`config.mk`:
```
export PLATFORM = sky130hd
export DESIGN_NAME = cascade_irq_ctrl
export DESIGN_NICKNAME = d
export VERILOG_FILES = /design/src/rtl/cirq_pkg.sv /design/src/rtl/cirq_mask_reg.sv /design/src/rtl/cirq_timer_flags.sv /design/src/rtl/cascade_irq_ctrl.sv
export SDC_FILE = /design/constraint.sdc
export NUM_CORES = 1
export LEC_CHECK = 0
export ABC_AREA = 0
export BUFFER_PORTS_ARGS = -buffer_cell sky130_fd_sc_hd__buf_2
export CELL_PAD_IN_SITES_DETAIL_PLACEMENT = 2
export CELL_PAD_IN_SITES_GLOBAL_PLACEMENT = 2
export CORE_MARGIN = 2
export CORE_UTILIZATION = 26
export CTS_CLUSTER_SIZE = 16
export DETAILED_ROUTE_END_ITERATION = 10
export GPL_ROUTABILITY_DRIVEN = 0
export PLACE_DENSITY_LB_ADDON = 0.1
export REMOVE_ABC_BUFFERS = 1
export SYNTH_ARGS = -nofsm -noshare
export SYNTH_HDL_FRONTEND = slang
export SYNTH_SLANG_ARGS = --single-unit
```
`constraint.sdc`:
```
create_clock -name clk -period 1.6 [get_ports clk]
set_input_delay 0.32 -clock clk [delete_from_list [all_inputs] [get_ports clk]]
set_output_delay 0.32 -clock clk [all_outputs]
set_load 0.01 [all_outputs]
```
`src/rtl/cirq_pkg.sv`:
```
package cirq_pkg;
    localparam int DATA_W = 32;
    localparam int SRC_W  = 8;
    localparam int ADDR_W = 5;
    localparam int TMR_N  = 2;

    localparam logic [ADDR_W-1:0] OFF_L0_STAT  = 5'h00;
    localparam logic [ADDR_W-1:0] OFF_L0_MASK  = 5'h04;
    localparam logic [ADDR_W-1:0] OFF_L1_STAT  = 5'h08;
    localparam logic [ADDR_W-1:0] OFF_L1_MASK  = 5'h0C;
    localparam logic [ADDR_W-1:0] OFF_MAP_STAT = 5'h10;
    localparam logic [ADDR_W-1:0] OFF_MAP_MSK0 = 5'h14;
    localparam logic [ADDR_W-1:0] OFF_MAP_MSK1 = OFF_MAP_MSK0 + 5'h04;
    localparam logic [ADDR_W-1:0] OFF_TMR_CLR  = 5'h1C;

    typedef struct packed {
        logic irq0;
        logic irq1;
    } req_state_t;
endpackage

```
`src/rtl/cirq_mask_reg.sv`:
```
module cirq_mask_reg #(
    parameter int W = cirq_pkg::SRC_W
) (
    input  logic         clk,
    input  logic         rst,
    input  logic         wr_en,
    input  logic [W-1:0] wr_data,
    input  logic [W-1:0] status,
    output logic [W-1:0] mask,
    output logic         pending
);
    typedef struct packed {
        logic [W-1:0] mask;
    } msk_state_t;

    msk_state_t st_d, st_q;

    always_comb begin
        st_d = st_q;
        if (wr_en) st_d.mask = wr_data;
    end

    always_ff @(posedge clk) begin
        if (rst) st_q <= '0;
        else     st_q <= st_d;
    end

    assign mask    = st_q.mask;
    assign pending = |(status & st_q.mask);

    // mask keeps its value without a write, loads the written value with one
    a_r2_mask_hold: assert property (@(posedge clk) disable iff (rst)
        !wr_en |=> $stable(mask));
    a_r2_mask_load: assert property (@(posedge clk) disable iff (rst)
        wr_en |=> mask == $past(wr_data));
endmodule

```
`src/rtl/cirq_timer_flags.sv`:
```
module cirq_timer_flags #(
    parameter int N = cirq_pkg::TMR_N
) (
    input  logic         clk,
    input  logic         rst,
    input  logic [N-1:0] tmr_in,
    input  logic         clr_en,
    input  logic [N-1:0] clr_bits,
    output logic [N-1:0] flags
);
    typedef struct packed {
        logic [N-1:0] prev;
        logic [N-1:0] flag;
    } tmr_state_t;

    tmr_state_t st_d, st_q;
    logic [N-1:0] clr_vec;

    always_comb begin
        clr_vec   = clr_en ? clr_bits : '0;
        st_d.prev = tmr_in;
        st_d.flag = (st_q.flag & ~clr_vec) | (tmr_in & ~st_q.prev);
    end

    always_ff @(posedge clk) begin
        if (rst) begin
            st_q.prev <= tmr_in;
            st_q.flag <= '0;
        end else begin
            st_q <= st_d;
        end
    end

    assign flags = st_q.flag;

    for (genvar i = 0; i < N; i++) begin : g_chk
        // a rising timer edge sets its flag
        a_r7_edge_sets: assert property (@(posedge clk) disable iff (rst)
            $rose(tmr_in[i]) |-> ##0 1'b1 ##1 flags[i]);
        // a clear without a colliding edge empties the flag
        a_r8_clear_wins: assert property (@(posedge clk) disable iff (rst)
            (clr_en && clr_bits[i] && !$rose(tmr_in[i])) |=> !flags[i]);
    end
endmodule

```
`src/rtl/cascade_irq_ctrl.sv`:
```
module cascade_irq_ctrl #(
    parameter int ADDR_W = cirq_pkg::ADDR_W,
    parameter int DATA_W = cirq_pkg::DATA_W,
    parameter int SRC_W  = cirq_pkg::SRC_W
) (
    input  logic              clk,
    input  logic              rst,
    input  logic [ADDR_W-1:0] bus_addr,
    input  logic              bus_wen,
    input  logic [SRC_W-1:0]  bus_wdata,
    output logic [DATA_W-1:0] bus_rdata,
    input  logic [SRC_W-2:0]  l0_line,
    input  logic [SRC_W-4:0]  l1_line,
    input  logic [SRC_W-1:0]  map_line,
    input  logic [1:0]        tmr_line,
    output logic              irq_l0,
    output logic              irq_l1
);
    import cirq_pkg::*;

    localparam int L1_N = SRC_W - 3;
    localparam int PADW = DATA_W - SRC_W;

    logic [SRC_W-1:0] l0_stat, l1_stat, l0_mask, l1_mask;
    logic [SRC_W-1:0] map_mask [2];
    logic [1:0]       casc;
    logic [1:0]       tflag;
    logic             l0_pend, l1_pend;
    logic [SRC_W-1:0] rd8;
    logic             tclr_en;

    // mappable cascade: two map masks over the same mappable status
    for (genvar m = 0; m < 2; m++) begin : g_map
        localparam logic [ADDR_W-1:0] MOFF = OFF_MAP_MSK0 + ADDR_W'(4 * m);
        cirq_mask_reg #(.W(SRC_W)) i_map_mask (
            .clk     (clk),
            .rst     (rst),
            .wr_en   (bus_wen && bus_addr == MOFF),
            .wr_data (bus_wdata),
            .status  (map_line),
            .mask    (map_mask[m]),
            .pending (casc[m])
        );
    end

    assign l0_stat = {casc[0], l0_line};
    assign l1_stat = {l1_line[L1_N-1:1], casc[1], l1_line[0], tflag};

    cirq_mask_reg #(.W(SRC_W)) i_l0_mask (
        .clk     (clk),
        .rst     (rst),
        .wr_en   (bus_wen && bus_addr == OFF_L0_MASK),
        .wr_data (bus_wdata),
        .status  (l0_stat),
        .mask    (l0_mask),
        .pending (l0_pend)
    );

    cirq_mask_reg #(.W(SRC_W)) i_l1_mask (
        .clk     (clk),
        .rst     (rst),
        .wr_en   (bus_wen && bus_addr == OFF_L1_MASK),
        .wr_data (bus_wdata),
        .status  (l1_stat),
        .mask    (l1_mask),
        .pending (l1_pend)
    );

    assign tclr_en = bus_wen && bus_addr == OFF_TMR_CLR;

    cirq_timer_flags #(.N(2)) i_tmr (
        .clk      (clk),
        .rst      (rst),
        .tmr_in   (tmr_line),
        .clr_en   (tclr_en),
        .clr_bits (bus_wdata[1:0]),
        .flags    (tflag)
    );

    // request registers, two-process
    req_state_t req_d, req_q;

    always_comb begin
        req_d.irq0 = l0_pend;
        req_d.irq1 = l1_pend;
    end

    always_ff @(posedge clk) begin
        if (rst) req_q <= '0;
        else     req_q <= req_d;
    end

    assign irq_l0 = req_q.irq0;
    assign irq_l1 = req_q.irq1;

    // read decode
    always_comb begin
        case (bus_addr)
            OFF_L0_STAT:  rd8 = l0_stat;
            OFF_L0_MASK:  rd8 = l0_mask;
            OFF_L1_STAT:  rd8 = l1_stat;
            OFF_L1_MASK:  rd8 = l1_mask;
            OFF_MAP_STAT: rd8 = map_line;
            OFF_MAP_MSK0: rd8 = map_mask[0];
            OFF_MAP_MSK1: rd8 = map_mask[1];
            default:      rd8 = '0;
        endcase
    end

    assign bus_rdata = {{PADW{1'b0}}, rd8};

    // request follows masked status one edge later
    a_r6_irq0_rise: assert property (@(posedge clk) disable iff (rst)
        l0_pend |=> irq_l0);
    a_r6_irq1_fall: assert property (@(posedge clk) disable iff (rst)
        !l1_pend |=> !irq_l1);
    a_r6_irq0_needs_mask: assert property (@(posedge clk) disable iff (rst)
        (l0_mask == '0) |=> !irq_l0);
    // a masked mappable line reaches the CPU through group-0 bit 7
    a_r4_casc0_path: assert property (@(posedge clk) disable iff (rst)
        (|(map_line & map_mask[0]) && l0_mask[7]) |=> irq_l0);
    // a masked mappable line reaches the CPU through group-1 bit 3
    a_r5_casc1_path: assert property (@(posedge clk) disable iff (rst)
        (|(map_line & map_mask[1]) && l1_mask[3]) |=> irq_l1);
    // upper read bits stay zero
    a_r9_upper_zero: assert property (@(posedge clk) disable iff (rst)
        bus_rdata[DATA_W-1:SRC_W] == '0);
endmodule

```
## Yosys cells after proc, flatten, opt, wreduce, memory -nomap -nowiden

Cells that the tools add are included.

| storage, ports and cells | value |
|---|---|
| register bits after elaboration | 38 |
| bits in latches | 0 |
| RAM bits | 0 |
| ROM bits | 0 |
| bits of input ports | 38 |
| output and inout bits | 34 |
| word-level logic and storage cells | 36 |
| memories | 0 |

| cells by class | value |
|---|---|
| add/sub/neg operators | 0 |
| multiply operators | 0 |
| divide/modulo/power cells | 0 |
| order comparisons | 0 |
| equality and inequality tests | 7 |
| shift-type cells | 0 |
| muxes and demuxes | 2 |
| bitwise gates (word level) | 9 |
| reduce and logical (&&, ||, !) cells | 10 |

Operators by type and width:

| operator | number |
|---|---|
| one-hot mux 8 bit (7 select lines) | 1 |
| bitwise AND 8 bit | 4 |
| OR reduction 8 bit | 4 |
| == test 5 bit, second input constant | 4 |
| == test 5 x 4 -> 1 bit, second input constant | 2 |
| == test 5 x 3 -> 1 bit, second input constant | 1 |
| logical AND 1 bit | 5 |
| logical NOT 5 bit | 1 |
| bitwise AND 2 bit | 2 |
| inverter 2 bit | 2 |
| 2-to-1 mux 2 bit | 1 |
| OR 2 bit | 1 |

## Depth between registers and ports, before layout

Gate-level depths: netlist (run 1).

| depth | value |
|---|---|
| word-level depth | 6 |
| gate-level depth with buffers | 7 |
| mapped depth without buffers | 4 |

## By module

Synthesis (run 1) repeated with hierarchy kept, for this count alone.

| second synthesis, totals | value |
|---|---|
| cells, all modules | 230 |
| area total of the unflattened synthesis | 2,208.4 µm² |

Modules (own cells, without submodules):

| module | times used | cells each | area an instance (µm²) | seq. area each (µm²) |
|---|---|---|---|---|
| cirq_mask_reg | 4 | 31 | 321.6 | 160.2 |
| cascade_irq_ctrl | 1 | 94 | 777.0 | 40.0 |
| cirq_timer_flags | 1 | 12 | 145.1 | 80.1 |

## Worst setup path after synthesis (run 1)

OpenSTA, ideal clock, no wires.

| path | value |
|---|---|
| path kind | input port to output port |
| start point | input bus_addr[4] |
| end point | output bus_rdata[6] |
| arrival | 1,388 ps |
| data required time | 1,280 ps |
| setup slack | -108 ps |
| cell stages on the path | 4 |
| buffers on the path | 1 |
| cells stage by stage | buf_4 mux4_2 nor2_1 a2111oi_1 |

| on the way | value |
|---|---|
| word-level cells in the longest chain between the ends | 2 |
| elaborated cells on any way between the ends | 8 |
| classes of those cells | eq/ne (6); mux (1); reduce/logical (1) |

RTL lines:

| item | line | text |
|---|---|---|
| start: declaration | cascade_irq_ctrl.sv:8 | `input logic [ADDR_W-1:0] bus_addr,` |
| == test 5 bit, or another cell as far along | cascade_irq_ctrl.sv:98 | `case (bus_addr)` |
| one-hot mux 8 bit (7 select lines) * | cascade_irq_ctrl.sv:98 |  |
| end: declaration | cascade_irq_ctrl.sv:11 | `output logic [DATA_W-1:0] bus_rdata,` |

Mark *: on every way between the ends. The rest lies on a longest branch, timed or not.

## Final worst setup path (run 1)

| path | value |
|---|---|
| start point | register g_map[0].i_map_mask.st_q, in the netlist g_map[0].i_map_mask.mask[5] |
| end point | output bus_rdata[5] |

| on the way | value |
|---|---|
| word-level cells in the longest chain between the ends | 1 |

RTL lines:

| item | line | text |
|---|---|---|
| start: declaration | cirq_mask_reg.sv:16 | `msk_state_t st_d, st_q;` |
| start signal: assignment | cirq_mask_reg.sv:25 | `else st_q <= st_d;` |
| one-hot mux 8 bit (7 select lines) | cascade_irq_ctrl.sv:98 |  |

Every way passes these cells.

==> results.sh, run 1 <==
export IMPL_status="finished, violations left"
export IMPL_violations="setup timing"
export IMPL_fin_area_sq_um=3410
export IMPL_fp_row_count=33
export IMPL_path_class="reg2out"
export IMPL_place_ws_ns=-0.390
export IMPL_ir_drop_uv=339
export IMPL_finClkSkew_ns=0.00784
export IMPL_power_frac_seq_pct=44.9
export IMPL_yosysTopAreaCellShare_pct=34.7
export IMPL_die_height_microns=95.9
export IMPL_ant_nets=0
export IMPL_hold_path_class="in2reg"
export IMPL_track_usage_pct=21.4
export IMPL_power_internal_mw=1.53
export IMPL_clock_latency_ns=0.30
export IMPL_timing_final_crit_period_ns=1.96
export IMPL_gr_total_overflow=0
export IMPL_grt_pass1_vias=2519
export IMPL_setup_violations=8
export IMPL_grt_pass1_wl_mm=14.3
export IMPL_core_area_sq_um=8220
export IMPL_end_kind="output pin"
export IMPL_crit_path_max_incr_delay_ns=0.33
export IMPL_async_flop_share_pct=0
export IMPL_crit_required_ns=1.28
export IMPL_ys_warn_count=0
export IMPL_die_w_microns=95.9
export IMPL_dp_hpwl_mm=6.60
export IMPL_clkSinkCount=38
export IMPL_via_count=2298
export IMPL_wire_per_inst_microns=20.1
export IMPL_nNetsFinal=399
export IMPL_fmax_mhz=509
export IMPL_power_switching_fraction_pct=29.2
export IMPL_diodes=0
export IMPL_ctsHoldBuffers=0
export IMPL_final_layout_size_suffix_gt1_share_pct=47.0
export IMPL_grt_max_degree=37
export IMPL_syn_area_sq_um=2190
export IMPL_arrival_ns=1.64
export IMPL_cts_buffer_depth=2
export IMPL_rsz0062_at_grt="true"
export IMPL_synth_seq_cells=38
export IMPL_antenna_found_initial=0
export IMPL_io_pins=72
export IMPL_area_delta_synth_final_pct=55.5
export IMPL_clk_pin_slew_ns=0.08
export IMPL_powerDensity_nw_per_um2=631
export IMPL_die_area_sq_um=9190
export IMPL_drt_initial_drc_count=96
export IMPL_yosys_most_used_dff="dfxtp_1"
export IMPL_routed_via_density=4.92
export IMPL_cp_slowest_cell="dfxtp_2"
export IMPL_p_switching_uw=628
export IMPL_report_final_slew_viol_count=0
export IMPL_maxCapViolCount=0
export IMPL_synth_most_common_cell="dfxtp_1"
export IMPL_synth_largest_area_cell="dfxtp_1"
export IMPL_crit_buf_inv=2
export IMPL_cp_max_fo=2
export IMPL_cp_cell_sequence="buf_6 > mux2_4 > a221oi_2 > a21oi_1 > o21a_1 > buf_2"
export IMPL_ys_seq_area_share_pct=34.7
export IMPL_initial_core_util_pct=26.7
export IMPL_crit_family="compound AO/OA/AOI/OAI gates"
export IMPL_utilization_pct=41.5
export IMPL_tritoncts="done"
export IMPL_drtPass1Iterations=4
export IMPL_clock_root_buffer="clkbuf_8"
export IMPL_drc=0
export IMPL_synthTopCellsByArea="dfxtp_1 35%, mux2i_1 13%, buf_4 9.9%"
export IMPL_place_area_sq_um=2820
export IMPL_avgSynthCellArea_sq_um=8.67
export IMPL_fin_crit_sh_pct=123
export IMPL_wirelength_mm=9.38
export IMPL_synth_cells=253
export IMPL_hold_viol_final=0
export IMPL_synth_common_cells="38 x dfxtp_1, 29 x buf_4, 29 x mux2i_1, 29 x nor2_1, 25 x nand2_1"
export IMPL_crit_path_start_kind="flop"
export IMPL_p_leak_nw=1.52
export IMPL_p_clk_share_pct=33.3
export IMPL_worst_slack_ns=-0.364
export IMPL_numCtsBuffers=5
export IMPL_pwr_share_comb_pct=21.8
export IMPL_yosysUniqueCellTypes=38
export IMPL_reg2reg_slack_ns=0.15
export IMPL_htreeDepth=2
export IMPL_synth_edff_count=0
export IMPL_portBuffers=47
[timing repair]
action,CTS,global route
buffers inserted,13,9
endpoints found under the setup margin,8,9
pin swaps,26,12
resized for setup,68,22
[kinds of logic after synthesis]
logic type / Yosys count / synth area share, %
and+or+nand+nor: 85 / 19.0
AOI/OAI and AO/OA: 54 / 17.2
buffers and inverters: 42 / 12.7
DFF: 38 / 34.7
muxes: 33 / 16.3
other: 1 / 0.171
[layer usage]
layer  track usage [%]  part of all wire [%]  vias up
met2              38.4                    50       63
met3              2.98                   4.0        9
met1              27.2                    45     1145
met5                 0                     0        -
met4              4.64                   1.1        0
li1                  -                     -     1081
[area by class of cell]
class	instances	area (sq um)
clock buffers	7	86.3
clock inverters	1	5.00
fillers	922	4800
inverters	2	7.51
multi-input cells	196	1520
flip-flops and latches	38	767
well taps	105	131
repair buffers	118	901
[final timing paths]
check                           cells after the start                         from              to
worst max register to register                      8  g_map[0].i_map_mask.mask[3]          irq_l0
worst min-delay path                                1                  tmr_line[0]   i_tmr.st_q[2]
worst min register to register                      2                i_tmr.st_q[3]  i_tmr.flags[1]
worst max-delay path                                6  g_map[0].i_map_mask.mask[5]    bus_rdata[5]
[power by group through the flow]
stage | Clock [mW] | Sequential (mW) | Combinational [mW]
final | 0.717 | 0.968 | 0.470
after global routing | 0.767 | 0.970 | 0.502
after CTS | 0.735 | 0.968 | 0.427
after detailed placement | 0 | 0.989 | 0.343
after global placement | 0 | 0.988 | 0.338
after floorplan | 0 | 0.986 | 0.110
[through the flow]
| stage | TNS (ns) | instances | total power, mW | hold WS (ns) |
|---|---|---|---|---|
| 4_1_cts | -1.97 | 464 | 2.13 | 0.131 |
| 5_1_grt | -2.54 | 467 | 2.24 | 0.136 |
| 2_1_floorplan | -0.210 | 236 | 1.10 | 0.348 |
| 3_3_place_gp | -4.38 | 444 | 1.33 | 0.440 |
| 6_report | -2.09 | 467 | 2.15 | 0.137 |
| 3_5_place_dp | -5.62 | 444 | 1.33 | 0.442 |
[cell usage in the layout (no fill, tap or decap), types with 2 or more instances in the layout]
cell / Yosys / final
a21oi_1: 17 / 16
a221oi_1: 8 / 3
a221oi_2: 0 / 5
a222oi_1: 2 / 2
a22o_1: 2 / 2
a22oi_1: 10 / 8
a22oi_2: 0 / 2
a31oi_1: 3 / 3
and3_1: 3 / 2
buf_12: 0 / 4
buf_2: 3 / 44
buf_4: 29 / 53
buf_6: 1 / 14
buf_8: 0 / 3
clkbuf_8: 0 / 6
conb_1: 1 / 24
dfxtp_1: 38 / 33
dfxtp_2: 0 / 5
inv_1: 2 / 2
mux2i_1: 29 / 22
mux2i_4: 0 / 6
mux4_2: 2 / 2
nand2_1: 25 / 24
nand2b_1: 2 / 2
nand3_1: 14 / 14
nand4_1: 3 / 3
nor2_1: 29 / 23
nor2_4: 0 / 5
o21ai_0: 4 / 3
o2bb2ai_4: 0 / 3
[registers in the layout (all words and copies together), names as in the netlist]
name / count
g_map.i_map_mask.mask: 16
i_l0_mask.mask: 8
i_l1_mask.mask: 8
i_tmr.flags: 2
i_tmr.st_q: 2
irq_l0: 1
irq_l1: 1
Note: power is estimated with default switching activity, not from simulation.
==> run 2: changes to the inputs <==
CORE_UTILIZATION = 29   (was 26)
clock period = 1.9 ns   (was 1.6 ns; I/O delays follow)
==> results.sh, run 2 (synthesis gave the netlist of run 1 again) <==
export IMPL_tritoncts="done"
export IMPL_regArea_sq_um=769
export IMPL_gr_total_overflow=0
export IMPL_report_final_slew_viol_count=0
export IMPL_dp_hpwl_mm=6.28
export IMPL_place_ws_ns=-0.197
export IMPL_cts_buffer_depth=2
export IMPL_violations="setup timing"
export IMPL_wire_per_inst_microns=19.7
export IMPL_cp_max_fo=2
export IMPL_antenna_found_initial=0
export IMPL_grt_max_degree=37
export IMPL_ctsHoldBuffers=0
export IMPL_rsz0062_at_grt="true"
export IMPL_place_area_sq_um=2660
export IMPL_fin_crit_sh_pct=107
export IMPL_core_area_sq_um=7290
export IMPL_fp_row_count=31
export IMPL_clkSinkCount=38
export IMPL_powerDensity_nw_per_um2=570
export IMPL_drtPass1Iterations=4
export IMPL_timing_final_crit_period_ns=2.03
export IMPL_area_delta_synth_final_pct=37.5
export IMPL_routed_via_density=5.00
export IMPL_multiInputGateArea_sq_um=1420
export IMPL_holdWs_ns=0.197
export IMPL_fmax_mhz=493
export IMPL_ir_drop_uv=275
export IMPL_arrival_ns=1.65
export IMPL_p_leak_nw=1.34
export IMPL_clock_latency_ns=0.30
export IMPL_worst_slack_ns=-0.130
export IMPL_crit_required_ns=1.52
export IMPL_htreeDepth=2
export IMPL_clk_pin_slew_ns=0.08
export IMPL_final_common_cell="buf_2"
export IMPL_ant_nets=0
export IMPL_numCtsBuffers=5
export IMPL_end_kind="output pin"
export IMPL_finClkSkew_ns=0.00595
export IMPL_grt_pass1_wl_mm=13.0
export IMPL_diodes=0
export IMPL_fill_cells=853
export IMPL_status="finished, violations left"
export IMPL_wirelength_mm=8.47
export IMPL_path_class="reg2out"
export IMPL_hold_path_class="in2reg"
export IMPL_maxCapViolCount=0
export IMPL_track_usage_pct=20.5
export IMPL_fin_area_sq_um=3020
export IMPL_grt_pass1_vias=2320
export IMPL_reg2reg_slack_ns=0.59
export IMPL_setup_violations=2
export IMPL_via_count=2153
export IMPL_drt_initial_drc_count=88
export IMPL_hold_viol_final=0
export IMPL_die_height_microns=91.0
export IMPL_portBuffers=47
export IMPL_final_layout_size_suffix_gt1_share_pct=41.6
export IMPL_utilization_pct=41.4
export IMPL_largest_reg_flops=16
export IMPL_initial_core_util_pct=30.1
export IMPL_die_area_sq_um=8280
export IMPL_clock_root_buffer="clkbuf_8"
export IMPL_nNetsFinal=371
export IMPL_crit_path_start_kind="flop"
export IMPL_die_w_microns=91.0
export IMPL_final_cell_mix="45 x buf_2, 35 x buf_4, 31 x dfxtp_1"
export IMPL_drc=0
export IMPL_io_pins=72
-- run 2: cell count changes in the layout (fill, tap and decap cells not counted), sizes merged --
cell	change
buf	-28
clkbuf	-1
clkinv	-1
-- run 2: layout make-up --
| cell class | count | share of cell area [%] |
|---|---|---|
| multi-input combinational | 196 | 47.1 |
| sequential | 38 | 25.5 |
| timing repair buffer | 90 | 20.3 |
| tap | 99 | 4.11 |
| clock buffer | 6 | 2.74 |
| inverter | 2 | 0.249 |
-- run 2: power by group --
group          switching (mW)  internal, mW
sequential            0.00792         0.807
combinational           0.186         0.144
clock                   0.296         0.280
-- run 2: critical path, cell delays in order, from the launching register on --
cell and delay (ns):
dfxtp_2 0.34, a22oi_2 0.23, nand4_1 0.17, and3_1 0.22, a211o_1 0.24, buf_2 0.14
-- run 2: worst paths after layout --
kind / endpoint / cells past startpoint / from
max: bus_rdata[7] / 5 / g_map[0].i_map_mask.mask[5]
min: i_tmr.st_q[3] / 1 / tmr_line[1]
max reg2reg: irq_l0 / 6 / g_map[0].i_map_mask.mask[5]
min reg2reg: g_map[0].i_map_mask.mask[4] / 2 / g_map[0].i_map_mask.mask[4]
-- run 2: metal layers --
layer	up-vias	GRT usage (%)	part of all wire, %
li1	1028	-	-
met1	1052	27.5	46
met2	67	34.1	48
met3	6	4.15	5.2
met4	0	4.29	1.0
met5	-	0	0
-- run 2: metrics by stage --
step	setup TNS (ns)	power, mW	std cells
3_3_place_gp	-1.05	1.10	421
4_1_cts	-0.0925	1.71	429
2_1_floorplan	0	0.923	236
5_1_grt	-0.527	1.80	431
3_5_place_dp	-1.32	1.11	421
6_report	-0.198	1.72	431
-- run 2: repair_timing --
item | 4_1_cts | 5_1_grt
gates cloned | 0 | 0
resized for setup | 40 | 22
pin swaps | 11 | 10
setup endpoints to repair | 8 | 8
setup buffers | 3 | 3
==> run 3: changes to the inputs <==
--- a/config.mk
+++ b/config.mk
@@ -9,6 +9,4 @@
 export BUFFER_PORTS_ARGS = -buffer_cell sky130_fd_sc_hd__buf_2
-export CELL_PAD_IN_SITES_DETAIL_PLACEMENT = 2
-export CELL_PAD_IN_SITES_GLOBAL_PLACEMENT = 2
 export CORE_MARGIN = 2
-export CORE_UTILIZATION = 29
+export CORE_UTILIZATION = 45
 export CTS_CLUSTER_SIZE = 16
@@ -16,3 +14,3 @@
 export GPL_ROUTABILITY_DRIVEN = 0
-export PLACE_DENSITY_LB_ADDON = 0.1
+export PLACE_DENSITY = 0.72
 export REMOVE_ABC_BUFFERS = 1
==> constraint.sdc (replaced) <==
create_clock -name clk -period 1.95 [get_ports clk]
set_input_delay 0.39 -clock clk [delete_from_list [all_inputs] [get_ports clk]]
set_output_delay 0.39 -clock clk [all_outputs]
set_load 0.005 [all_outputs]
==> results.sh, run 3 (synthesis gave the netlist of run 1 again) <==
export IMPL_largest_reg_flops=16
export IMPL_wirelength_mm=6.05
export IMPL_core_area_sq_um=4720
export IMPL_dp_hpwl_mm=4.52
export IMPL_numCtsBuffers=5
export IMPL_hold_viol_final=0
export IMPL_arrival_ns=1.55
export IMPL_multiInputGateArea_sq_um=1330
export IMPL_htreeDepth=2
export IMPL_worst_slew_pin_slew_ns=0.658
export IMPL_wire_per_inst_microns=15.4
export IMPL_ir_drop_uv=301
export IMPL_die_area_sq_um=5450
export IMPL_status="finished, final reports clean"
export IMPL_crit_path_start_kind="flop"
export IMPL_diodes=0
export IMPL_nNetsFinal=363
export IMPL_report_final_slew_viol_count=0
export IMPL_fmax_mhz=515
export IMPL_maxSlewHeadroom_pct=56.2
export IMPL_antenna_found_initial=0
export IMPL_end_kind="output pin"
export IMPL_rsz0062_at_grt="true"
export IMPL_finClkSkew_ns=0.00664
export IMPL_powerDensity_nw_per_um2=554
export IMPL_clock_latency_ns=0.29
export IMPL_ctsHoldBuffers=0
export IMPL_cts_buffer_depth=2
export IMPL_p_leak_nw=1.27
export IMPL_drt_initial_drc_count=270
export IMPL_ant_nets=0
export IMPL_drtPass1Iterations=4
export IMPL_fp_row_count=25
export IMPL_tritoncts="done"
export IMPL_regArea_sq_um=764
export IMPL_final_layout_size_suffix_gt1_share_pct=35.7
export IMPL_timing_final_crit_period_ns=1.94
export IMPL_fin_area_sq_um=2790
export IMPL_grt_max_degree=37
export IMPL_r2r_start="g_map[0].i_map_mask.mask[5]"
export IMPL_track_usage_pct=23.1
export IMPL_cp_max_fo=3
export IMPL_worstSetupStartpoint="g_map[0].i_map_mask.mask[5]"
export IMPL_path_class="reg2out"
export IMPL_final_cell_mix="46 x buf_2, 37 x dfxtp_1, 32 x buf_4"
export IMPL_portBuffers=47
export IMPL_area_delta_synth_final_pct=27.1
export IMPL_drc=0
export IMPL_setup_violations=0
export IMPL_routed_via_density=5.38
export IMPL_crit_required_ns=1.56
export IMPL_fin_crit_sh_pct=99.6
export IMPL_place_area_sq_um=2540
export IMPL_die_height_microns=73.8
export IMPL_die_w_microns=73.8
export IMPL_fill_cells=419
export IMPL_clk_pin_slew_ns=0.07
export IMPL_grt_pass1_vias=1985
export IMPL_via_count=2110
export IMPL_initial_core_util_pct=46.5
export IMPL_holdWs_ns=0.221
export IMPL_final_common_cell="buf_2"
export IMPL_p_total_mw=1.55
export IMPL_clkSinkCount=38
export IMPL_layout_cells_non_filler=392
export IMPL_grt_pass1_wl_mm=9.49
export IMPL_clock_root_buffer="clkbuf_8"
export IMPL_hold_path_startpoint="tmr_line[1]"
export IMPL_io_pins=72
export IMPL_gr_total_overflow=0
export IMPL_finalSetupTns_ns=0
export IMPL_dp_cells=377
export IMPL_hold_path_class="in2reg"
export IMPL_maxCapViolCount=0
-- run 3: changes by cell type in the layout (fill, tap and decap cells not counted), moves of 2 or more --
cell / delta
and2_4: -2
clkbuf_1: +2
dfxtp_1: +6
o2bb2ai_2: -2
dfxtp_2: -7
buf_4: -3
buf_6: -5
nor2_4: -2
o2bb2ai_1: +2
nor2_1: +3
-- run 3: area by class of cell --
| class | count | area share (%) |
|---|---|---|
| Tap cell | 67 | 3.00 |
| Timing Repair Buffer | 82 | 18.8 |
| Multi-Input combinational cell | 196 | 47.8 |
| Clock buffer | 7 | 2.74 |
| Inverter | 2 | 0.269 |
| Sequential cell | 38 | 27.4 |
-- run 3: timing repair --
action | 4_1_cts | 5_1_grt
setup buffers | 8 | 1
pin swaps | 4 | 6
resized for setup | 9 | 20
setup endpoints to repair | 5 | 9
endpoints found under the hold margin | 0 | 0
-- run 3: per-stage QoR --
stage	setup slack (ns)	util, %
final	0.00737	59.1
after global routing	-0.0187	59.1
after CTS	0.00158	57.3
after detailed placement	-0.0140	53.9
after global placement	-0.0123	53.9
after floorplan	0.145	-
-- run 3: worst paths after layout --
path                     to  slack, ns  depth (start not counted)
max            bus_rdata[7]      0.007                          5
min           i_tmr.st_q[3]       0.22                          1
max reg2reg          irq_l0       0.13                         11
min reg2reg  i_tmr.flags[1]       0.48                          2
-- run 3: critical path, cell delays in order, from the launching register on --
cell     delay, ns
dfxtp_4       0.36
a22oi_2       0.19
nand4_1       0.14
and3_1        0.18
a211o_1       0.27
buf_2         0.13
-- run 3: per-layer routing --
metal,share of wire (%),GRT usage [%],vias up
met5,0,0,-
met4,0.94,7.47,0
met3,7.2,4.66,6
met2,47,37.5,97
met1,45,30.8,995
li1,-,-,1012
-- run 3: report_power, final --
part	switching [mW]	internal, mW	total (mW)
Combinational	0.139	0.113	0.252
Sequential	0.00769	0.785	0.793
Clock	0.256	0.246	0.502
